$ cat config.mk
export PLATFORM = sky130hd
export DESIGN_NAME = cmd_regbank
export DESIGN_NICKNAME = d
export VERILOG_FILES = /design/src/rtl/cmd_regbank_pkg.sv /design/src/rtl/cmd_regbank_decode.sv /design/src/rtl/cmd_regbank_addrreg.sv /design/src/rtl/cmd_regbank_rdmux.sv /design/src/rtl/cmd_regbank.sv
export SDC_FILE = /design/constraint.sdc
export NUM_CORES = 1
export LEC_CHECK = 0
export BUFFER_PORTS_ARGS = -buffer_cell sky130_fd_sc_hd__buf_2
export CAP_MARGIN = 20
export CELL_PAD_IN_SITES_DETAIL_PLACEMENT = 1
export CELL_PAD_IN_SITES_GLOBAL_PLACEMENT = 2
export CORE_MARGIN = 1
export CORE_UTILIZATION = 39
export DETAILED_ROUTE_END_ITERATION = 8
export HOLD_SLACK_MARGIN = 0.1
export PLACE_DENSITY = 0.92
export SYNTH_ARGS = -nofsm -noshare
export SYNTH_HDL_FRONTEND = slang
export SYNTH_HIERARCHICAL = 1
export SYNTH_SLANG_ARGS = --single-unit
$ cat constraint.sdc
create_clock -name clk -period 4.8 [get_ports clk]
set_input_delay 0.48 -clock clk [delete_from_list [all_inputs] [get_ports clk]]
set_output_delay 0.48 -clock clk [all_outputs]
set_load 0.05 [all_outputs]
$ cat src/rtl/cmd_regbank_pkg.sv
package cmd_regbank_pkg;

   localparam logic [15:0] LO_MASK        = 16'hFFE0;
   localparam logic [15:0] HI_MASK_NARROW = 16'h03FF;
   localparam logic [15:0] HI_MASK_WIDE   = 16'h1FFF;

   localparam int A_STATUS  = 0;
   localparam int A_CTRL    = 1;
   localparam int A_TOKEN   = 2;
   localparam int A_PSEL    = 3;
   localparam int A_BBOX    = 4;
   localparam int N_BBOX    = 4;
   localparam int A_AREG    = 16;
   localparam int A_METRIC  = 32;

   typedef enum logic [2:0] {
      K_NONE,
      K_STAT,
      K_CTRL,
      K_TOKEN,
      K_PSEL,
      K_BBOX,
      K_AREG,
      K_METRIC
   } kind_e;

   typedef struct packed {
      kind_e      kind;
      logic [3:0] idx;
      logic       hi;
   } dec_t;

endpackage

$ cat src/rtl/cmd_regbank_decode.sv
module cmd_regbank_decode
   import cmd_regbank_pkg::*;
#(
   parameter int ADDR_W     = 6,
   parameter int NUM_AREG   = 8,
   parameter int METRIC_NUM = 15
) (
   input  logic [ADDR_W-1:0] addr,
   output dec_t              dec
);

   localparam int AREG_END   = A_AREG + 2 * NUM_AREG;
   localparam int METRIC_END = A_METRIC + METRIC_NUM;

   int unsigned a;

   always_comb begin
      a        = 32'(addr);
      dec.kind = K_NONE;
      dec.idx  = '0;
      dec.hi   = 1'b0;
      if (a == A_STATUS) begin
         dec.kind = K_STAT;
      end else if (a == A_CTRL) begin
         dec.kind = K_CTRL;
      end else if (a == A_TOKEN) begin
         dec.kind = K_TOKEN;
      end else if (a == A_PSEL) begin
         dec.kind = K_PSEL;
      end else if (a >= A_BBOX && a < A_BBOX + N_BBOX) begin
         dec.kind = K_BBOX;
         dec.idx  = 4'(a - A_BBOX);
      end else if (a >= A_AREG && a < AREG_END) begin
         dec.kind = K_AREG;
         dec.idx  = 4'((a - A_AREG) >> 1);
         dec.hi   = addr[0];
      end else if (a >= A_METRIC && a < METRIC_END) begin
         dec.kind = K_METRIC;
         dec.idx  = 4'(a - A_METRIC);
      end
   end

endmodule

$ cat src/rtl/cmd_regbank_addrreg.sv
module cmd_regbank_addrreg #(
   parameter logic [15:0] LO_KEEP = 16'hFFE0,
   parameter logic [15:0] HI_KEEP = 16'h03FF
) (
   input  logic        clk,
   input  logic        rst_n,
   input  logic        we_lo,
   input  logic        we_hi,
   input  logic [15:0] wdata,
   output logic [31:0] q
);

   logic [15:0] lo_r;
   logic [15:0] hi_r;

   always_ff @(posedge clk or negedge rst_n) begin
      if (!rst_n) begin
         lo_r <= '0;
         hi_r <= '0;
      end else begin
         if (we_lo) lo_r <= wdata & LO_KEEP;
         if (we_hi) hi_r <= wdata & HI_KEEP;
      end
   end

   assign q = {hi_r, lo_r};

endmodule

$ cat src/rtl/cmd_regbank_rdmux.sv
module cmd_regbank_rdmux
   import cmd_regbank_pkg::*;
#(
   parameter int          NUM_AREG   = 8,
   parameter int          CTL_W      = 6,
   parameter int          STAT_W     = 5,
   parameter int          METRIC_NUM = 15,
   parameter logic [15:0] CPV        = 16'd4,
   parameter logic [15:0] BBOX_L     = 16'd0,
   parameter logic [15:0] BBOX_T     = 16'd0,
   parameter logic [15:0] BBOX_R     = 16'd640,
   parameter logic [15:0] BBOX_B     = 16'd480
) (
   input  dec_t                   dec,
   input  logic [NUM_AREG*32-1:0] areg,
   input  logic [CTL_W-1:0]       ctl,
   input  logic [15:0]            tok,
   input  logic [STAT_W-1:0]      stat,
   output logic [15:0]            rdata
);

   localparam int CPV_IDX = METRIC_NUM - 1;

   logic [15:0] bbox_val [N_BBOX];

   assign bbox_val[0] = BBOX_L;
   assign bbox_val[1] = BBOX_T;
   assign bbox_val[2] = BBOX_R;
   assign bbox_val[3] = BBOX_B;

   always_comb begin
      rdata = '0;
      unique case (dec.kind)
         K_STAT:   rdata = 16'(stat);
         K_CTRL:   rdata = 16'(ctl);
         K_TOKEN:  rdata = tok;
         K_BBOX:   rdata = bbox_val[dec.idx[1:0]];
         K_AREG:   rdata = areg[int'(dec.idx) * 32 + (dec.hi ? 16 : 0) +: 16];
         K_METRIC: rdata = (int'(dec.idx) == CPV_IDX) ? CPV : 16'd0;
         default:  rdata = '0;
      endcase
   end

endmodule

$ cat src/rtl/cmd_regbank.sv
module cmd_regbank
   import cmd_regbank_pkg::*;
#(
   parameter int          ADDR_W   = 6,
   parameter int          NUM_AREG = 8,
   parameter int          CTL_W    = 6,
   parameter int          STAT_W   = 5,
   parameter bit          WIDE_HI  = 1'b0,
   parameter logic [15:0] CPV      = 16'd4,
   parameter logic [15:0] BBOX_R   = 16'd640,
   parameter logic [15:0] BBOX_B   = 16'd480
) (
   input  logic                   clk,
   input  logic                   rst_n,
   input  logic                   req_valid,
   input  logic                   req_write,
   input  logic [ADDR_W-1:0]      req_addr,
   input  logic [15:0]            req_wdata,
   input  logic [STAT_W-1:0]      stat_in,
   output logic                   rsp_valid,
   output logic [15:0]            rsp_rdata,
   output logic [CTL_W-1:0]       ctl_q,
   output logic [NUM_AREG*32-1:0] areg_q
);

   localparam int METRIC_NUM = 15;

   if (ADDR_W < 6) begin : g_chk_addr
      $error("cmd_regbank: ADDR_W must be at least 6");
   end
   if (NUM_AREG < 1 || NUM_AREG > 8) begin : g_chk_areg
      $error("cmd_regbank: NUM_AREG must be 1..8");
   end
   if (CTL_W < 1 || CTL_W > 16 || STAT_W < 1 || STAT_W > 16) begin : g_chk_w
      $error("cmd_regbank: CTL_W and STAT_W must be 1..16");
   end

   dec_t        dec;
   logic        wr_en;
   logic        rd_en;
   logic [15:0] tok_r;
   logic [15:0] rdata_nxt;

   assign wr_en = req_valid &&  req_write;
   assign rd_en = req_valid && !req_write;

   cmd_regbank_decode #(
      .ADDR_W    (ADDR_W),
      .NUM_AREG  (NUM_AREG),
      .METRIC_NUM(METRIC_NUM)
   ) i_decode (
      .addr(req_addr),
      .dec (dec)
   );

   for (genvar i = 0; i < NUM_AREG; i++) begin : g_areg
      logic sel;
      assign sel = wr_en && dec.kind == K_AREG && int'(dec.idx) == i;
      if (WIDE_HI) begin : g_wide
         cmd_regbank_addrreg #(.LO_KEEP(LO_MASK), .HI_KEEP(HI_MASK_WIDE)) i_reg (
            .clk  (clk),
            .rst_n(rst_n),
            .we_lo(sel && !dec.hi),
            .we_hi(sel &&  dec.hi),
            .wdata(req_wdata),
            .q    (areg_q[i*32 +: 32])
         );
      end else begin : g_narrow
         cmd_regbank_addrreg #(.LO_KEEP(LO_MASK), .HI_KEEP(HI_MASK_NARROW)) i_reg (
            .clk  (clk),
            .rst_n(rst_n),
            .we_lo(sel && !dec.hi),
            .we_hi(sel &&  dec.hi),
            .wdata(req_wdata),
            .q    (areg_q[i*32 +: 32])
         );
      end
   end

   always_ff @(posedge clk or negedge rst_n) begin
      if (!rst_n) begin
         ctl_q <= '0;
         tok_r <= '0;
      end else if (wr_en) begin
         if (dec.kind == K_CTRL)  ctl_q <= req_wdata[CTL_W-1:0];
         if (dec.kind == K_TOKEN) tok_r <= req_wdata;
      end
   end

   cmd_regbank_rdmux #(
      .NUM_AREG  (NUM_AREG),
      .CTL_W     (CTL_W),
      .STAT_W    (STAT_W),
      .METRIC_NUM(METRIC_NUM),
      .CPV       (CPV),
      .BBOX_L    (16'd0),
      .BBOX_T    (16'd0),
      .BBOX_R    (BBOX_R),
      .BBOX_B    (BBOX_B)
   ) i_rdmux (
      .dec  (dec),
      .areg (areg_q),
      .ctl  (ctl_q),
      .tok  (tok_r),
      .stat (stat_in),
      .rdata(rdata_nxt)
   );

   always_ff @(posedge clk or negedge rst_n) begin
      if (!rst_n) begin
         rsp_valid <= 1'b0;
         rsp_rdata <= '0;
      end else begin
         rsp_valid <= rd_en;
         rsp_rdata <= rd_en ? rdata_nxt : 16'd0;
      end
   end

endmodule

Word level (Yosys, flattened, before mapping)
Cells that the tools add are included.

Add/sub/neg operators: 4. Order comparisons: 7. Equal/unequal tests: 17. Shifts and indexed selects: 1. Muxes and demuxes: 20. Bitwise logic cells: 1. Reductions and logical operators: 36.

Operators with widths (number): indexed part select 256 x 32 -> 16 bit (1); case mux 16 bit (6 select lines) (1); two-way mux 16 bit (3); adder 10 x 32 -> 32 bit (1); binary-select mux 16 bit (select 2 bit) (1); logical AND 1 bit (30); two-way mux 5 bit (5); two-way mux 7 bit (3); equality test 4 bit (second input constant) (4); two-way mux 3 bit (5); equality test 6 x 2 -> 1 bit (second input constant) (2); less-than comparator 6 bit (second input constant) (2); equality test 3 bit (second input constant) (3); equality test 4 x 2 -> 1 bit (second input constant) (2); equality test 4 x 3 -> 1 bit (second input constant) (2); equality test 3 x 2 -> 1 bit (second input constant) (2); equality test 6 x 1 -> 1 bit (second input constant) (1); >= comparator 6 x 3 -> 1 bit (second input constant) (1); >= comparator 6 x 5 -> 1 bit (second input constant) (1); >= comparator 6 bit (second input constant) (1); logical NOT 6 bit (1); less-than comparator 6 x 4 -> 1 bit (second input constant) (1); subtractor 5 bit (second input constant) (1); logical NOT 4 bit (1); other kinds (8) (11).

Flip-flop bits (word level): 207. Output and inout bits: 279. Logic and storage cells: 106.

Longest topological paths before layout
Word-level depth: 15. Gate-level depth with buffers: 13.

Cells and area by module
The synthesis kept the hierarchy.

Modules (own cells, without submodules): cmd_regbank_addrreg (times used 8, cells each 56, area an instance 908.4 um2); cmd_regbank_rdmux (times used 1, cells each 194, area an instance 2427.3 um2); cmd_regbank (times used 1, cells each 110, area an instance 1539.0 um2); cmd_regbank_decode (times used 1, cells each 36, area an instance 262.8 um2).

Worst setup path after synthesis
No wires, ideal clock.

Kind: input -> register. Start: input port req_addr[3]. End: register rsp_rdata[6]. Setup time: 119 ps. Arrival: 3057 ps. Slack: 1624 ps. Stages: 11. Cell sequence: inv_1 > ha_1 > or3b_1 > a21o_1 > a22oi_1 > buf_6 > mux4_1 > mux2_2 > a22oi_1 > o21ai_1 > and2_1.

RTL lines: start, declared (RTL line cmd_regbank.sv:17) `input logic [ADDR_W-1:0] req_addr,`; end signal, assigned (RTL line cmd_regbank.sv:115) `rsp_rdata <= rd_en ? rdata_nxt : 16'd0;`; end, declared (RTL line cmd_regbank.sv:21) `output logic [15:0] rsp_rdata,`.

==> impl_metrics.xml <==
<?xml version="1.0" encoding="UTF-8"?>
<metrics>
  <group name="sta">
    <metric name="final-hold-violation-count" unit="">0</metric>
    <metric name="final_min_period_over_clock_period" unit="">0.763</metric>
    <metric name="grt_setup_unrepaired" unit="">no</metric>
    <metric name="worst_pin_slew" unit="ns">1.11</metric>
    <metric name="fin_crit" unit="ns">3.66</metric>
    <metric name="finalClockSkew" unit="ns">0.00374</metric>
    <metric name="slew-limit-headroom" unit="">0.258</metric>
    <metric name="max_clock_freq" unit="GHz">0.273</metric>
    <metric name="final_max_slew_viol_count" unit="">0</metric>
    <metric name="setup_violations" unit="">0</metric>
    <metric name="finalHoldWorstSlack" unit="ns">0.347</metric>
    <metric name="fin_setup_tns" unit="ns">0</metric>
  </group>
  <group name="synth">
    <metric name="synth-seq-cells" unit="">207</metric>
    <metric name="synth.most_common_cell" unit="">sky130_fd_sc_hd__dfrtp_1</metric>
    <metric name="synthesis.instances" unit="">788</metric>
    <metric name="avgSynthCellArea" unit="sq um">14.6</metric>
    <metric name="synth.yosys.warnings" unit="">6</metric>
    <metric name="synthTopCellsByCount" unit="">sky130_fd_sc_hd__dfrtp_1 (207), sky130_fd_sc_hd__mux2_2 (108), sky130_fd_sc_hd__buf_4 (94), sky130_fd_sc_hd__mux2_4 (86), sky130_fd_sc_hd__mux4_2 (50)</metric>
    <metric name="netlist_area" unit="sq mm">0.0115</metric>
    <metric name="ys_async_sr_fraction" unit="">1.00</metric>
    <metric name="synth_sequential_area_ratio" unit="">0.451</metric>
    <metric name="synth-edff-count" unit="">0</metric>
    <metric name="post-synth-top-area-cell" unit="">sky130_fd_sc_hd__dfrtp_1</metric>
    <metric name="synth_cell_type_count" unit="">56</metric>
    <metric name="synth_area_leaders" unit="">sky130_fd_sc_hd__dfrtp_1 (45%), sky130_fd_sc_hd__mux2_4 (11%), sky130_fd_sc_hd__mux2_2 (11%)</metric>
    <metric name="yosys_most_used_dff" unit="">sky130_fd_sc_hd__dfrtp_1</metric>
    <metric name="netlist.area_leader.share" unit="">0.451</metric>
  </group>
  <group name="clock_tree">
    <metric name="cts.sinks" unit="">207</metric>
    <metric name="ctsLongestPathBuffers" unit="">3</metric>
    <metric name="cts.repair.resized" unit="">0</metric>
    <metric name="clock_insertion_delay_worst_skew" unit="ns">0.51</metric>
    <metric name="cts-buffers-inserted" unit="">24</metric>
    <metric name="tritoncts_clock_tree" unit="">yes</metric>
    <metric name="clk_transition_reported_paths" unit="ns">0.06</metric>
    <metric name="number_of_h_tree_levels" unit="">1</metric>
    <metric name="cts_root_buf" unit="">sky130_fd_sc_hd__clkbuf_16</metric>
    <metric name="cts_setup_buffers" unit="">0</metric>
  </group>
  <group name="route">
    <metric name="first_pass_iters" unit="">4</metric>
    <metric name="initialDrtViolationCount" unit="">461</metric>
    <metric name="route.detailed.drc" unit="">0</metric>
    <metric name="detailroute.via_count" unit="">7588</metric>
    <metric name="detail_route.wirelength" unit="um">36900</metric>
    <metric name="viasPerCell" unit="">5.36</metric>
    <metric name="detail_route.wl_per_cell" unit="um">26.1</metric>
    <metric name="drtAntennaViolNets" unit="">0</metric>
  </group>
  <group name="critical_path">
    <metric name="cp-end-kind" unit="">flop</metric>
    <metric name="crit_required" unit="ns">5.19</metric>
    <metric name="worstPathMaxFanout" unit="">11</metric>
    <metric name="critical_path_arrival" unit="ns">4.06</metric>
    <metric name="path_class" unit="">in2reg</metric>
    <metric name="crit_start_category" unit="">primary input</metric>
  </group>
  <group name="pwr">
    <metric name="cellLeakagePower" unit="nW">6.79</metric>
    <metric name="power_density" unit="mW/mm^2">390</metric>
    <metric name="power.ir.vdd_worst" unit="uV">231</metric>
  </group>
  <group name="global_routing">
    <metric name="grt_start_max_net_pins" unit="">105</metric>
    <metric name="antenna_found_initial" unit="">2</metric>
    <metric name="global_route_wire_length_before_repair" unit="um">55600</metric>
    <metric name="grt_pass1_vias" unit="">8301</metric>
    <metric name="globalRouteTotalUtil" unit="">0.245</metric>
    <metric name="overflow" unit="">0</metric>
  </group>
  <group name="place">
    <metric name="gp_routability_congestion" unit="">0.828</metric>
    <metric name="placement.cell_area" unit="sq mm">0.0127</metric>
    <metric name="placedCellCount" unit="">1369</metric>
    <metric name="dp_hpwl" unit="um">26200</metric>
    <metric name="numPortBuffers" unit="">221</metric>
  </group>
  <group name="worst_hold_path">
    <metric name="worst_hold_path_type" unit="">in2reg</metric>
  </group>
  <group name="floorplan">
    <metric name="ports" unit="">310</metric>
    <metric name="floorplan.initialDensity" unit="">0.398</metric>
    <metric name="dieWidth" unit="um">174</metric>
    <metric name="rows" unit="">62</metric>
    <metric name="design.die.area" unit="sq mm">0.0302</metric>
    <metric name="placeableCoreArea" unit="sq mm">0.0289</metric>
    <metric name="dieHeight" unit="um">174</metric>
  </group>
  <group name="cells_and_area">
    <metric name="design.final.nets" unit="">1047</metric>
    <metric name="final_cell_count_no_fill" unit="">1415</metric>
    <metric name="syn_to_final_growth" unit="%">17.4</metric>
    <metric name="drive_above_1_share" unit="">0.538</metric>
    <metric name="postLayoutCellArea" unit="sq mm">0.0135</metric>
  </group>
  <group name="outcome">
    <metric name="status" unit="">complete, no violations</metric>
  </group>
  <group name="flow_run">
    <metric name="maxCapViolCount" unit="">0</metric>
  </group>
</metrics>
## where the power goes
group / internal, mW / switching [mW] / total, mW / leakage [nW]
logic: 0.423 / 0.935 / 1.36 / 3.56
registers: 1.90 / 0.134 / 2.04 / 2.83
clock network: 1.14 / 0.725 / 1.87 / 0.402
total: 3.47 / 1.79 / 5.26 / 6.79
## state kept, by name (all words and copies together) (netlist names)
register	count
ctl_q	6
rsp_rdata	16
rsp_valid	1
g_areg.g_narrow.i_reg/lo_r	88
g_areg.g_narrow.i_reg/hi_r	80
tok_r	16
## worst paths after layout
path / from / endpoint / slack (ns) / depth (start not counted)
worst min register to register: tok_r[13] / tok_r[13] / 0.49 / 1
min in group asynchronous: rst_n / g_areg[1].g_narrow.i_reg/lo_r[10] / 0.60 / 2
worst max register to register: g_areg[1].g_narrow.i_reg/lo_r[8] / rsp_rdata[8] / 3.02 / 5
worst max-delay path: req_addr[3] / g_areg[1].g_narrow.i_reg/lo_r[15] / 1.14 / 10
max in group asynchronous: rst_n / g_areg[5].g_narrow.i_reg/hi_r[5] / 2.89 / 3
worst min-delay path: req_wdata[2] / ctl_q[2] / 0.35 / 2
## area by class of cell
type,instances,area (sq um)
antenna,2,5.00
clock buffer,40,772
inverter,2,7.51
timing repair buffer,251,1360
tap,384,480
multi-input combinational,526,5660
fill,3022,15400
clock inverter,3,40.0
sequential,207,5180
## per-layer routing
layer	wire length, um	global-route usage	part of all wire
met1	14600	0.305	0.40
met3	3170	0.0673	0.086
met5	0	0	0
met2	18100	0.417	0.49
met4	1020	0.0691	0.028
## per-stage QoR
| stage | power [mW] | worst slack, ns | utilization |
|---|---|---|---|
| 2_1_floorplan | 3.09 | 1.62 | - |
| 3_3_place_gp | 3.38 | 0.725 | 0.439 |
| 3_5_place_dp | 3.41 | 0.626 | 0.439 |
| 4_1_cts | 5.30 | 1.16 | 0.468 |
| 5_1_grt | 5.46 | 0.928 | 0.468 |
| 6_report | 5.26 | 1.14 | 0.468 |
## cell families after synthesis
family                     synth area share
other                               0.00261
muxes                                 0.370
adders and majority gates           0.00435
AOI/OAI and AO/OA                    0.0366
buffers and inverters                0.0909
xor gates and xnor gates           0.000762
and+or+nand+nor                      0.0439
DFF                                   0.451
## what timing repair did
item	in CTS	in global routing
endpoints found under the setup margin	0	0
hold buffers	1	0
endpoints found under the hold margin	102	0
## critical path, stage by stage
cell and delay [ns]:
sky130_fd_sc_hd__buf_2 0.13, sky130_fd_sc_hd__inv_1 0.10, sky130_fd_sc_hd__ha_1 0.14, sky130_fd_sc_hd__or3b_1 0.37
sky130_fd_sc_hd__a21o_1 0.29, sky130_fd_sc_hd__a31oi_2 0.60, sky130_fd_sc_hd__nor2b_1 0.35, sky130_fd_sc_hd__nand3_1 0.26
sky130_fd_sc_hd__nor2_2 0.91, sky130_fd_sc_hd__mux2_2 0.42
## cell usage in the layout, fill, tap and decap left out, types with 2 or more instances in the layout
| cell | n |
|---|---|
| sky130_fd_sc_hd__a22oi_2 | 2 |
| sky130_fd_sc_hd__mux2_1 | 4 |
| sky130_fd_sc_hd__mux4_1 | 11 |
| sky130_fd_sc_hd__nor3_2 | 4 |
| sky130_fd_sc_hd__nand4b_1 | 3 |
| sky130_fd_sc_hd__clkbuf_8 | 9 |
| sky130_fd_sc_hd__conb_1 | 88 |
| sky130_fd_sc_hd__ha_1 | 4 |
| sky130_fd_sc_hd__mux2_4 | 86 |
| sky130_fd_sc_hd__buf_4 | 28 |
| sky130_fd_sc_hd__and2_1 | 17 |
| sky130_fd_sc_hd__o211ai_1 | 8 |
| sky130_fd_sc_hd__nor2b_1 | 8 |
| sky130_fd_sc_hd__clkbuf_16 | 25 |
| sky130_fd_sc_hd__buf_2 | 220 |
| sky130_fd_sc_hd__clkinv_2 | 2 |
| sky130_fd_sc_hd__a32oi_1 | 8 |
| sky130_fd_sc_hd__nand3_1 | 4 |
| sky130_fd_sc_hd__nand2b_1 | 4 |
| sky130_fd_sc_hd__o21ai_1 | 4 |
| sky130_fd_sc_hd__o21ai_0 | 6 |
| sky130_fd_sc_hd__nor2_1 | 10 |
| sky130_fd_sc_hd__inv_1 | 2 |
| sky130_fd_sc_hd__a22oi_1 | 10 |
| sky130_fd_sc_hd__nand4_1 | 2 |
| sky130_fd_sc_hd__mux2_2 | 108 |
| sky130_fd_sc_hd__mux2i_1 | 29 |
| sky130_fd_sc_hd__mux4_2 | 50 |
| sky130_fd_sc_hd__diode_2 | 2 |
| sky130_fd_sc_hd__a21o_1 | 3 |
| sky130_fd_sc_hd__nand2_1 | 13 |
| sky130_fd_sc_hd__o31ai_1 | 2 |
| sky130_fd_sc_hd__dfrtp_1 | 207 |
| sky130_fd_sc_hd__nor2_2 | 6 |
| sky130_fd_sc_hd__o22a_1 | 4 |
| sky130_fd_sc_hd__a21oi_1 | 3 |
| sky130_fd_sc_hd__clkbuf_1 | 6 |
Note: power is estimated with default switching activity, not from simulation.
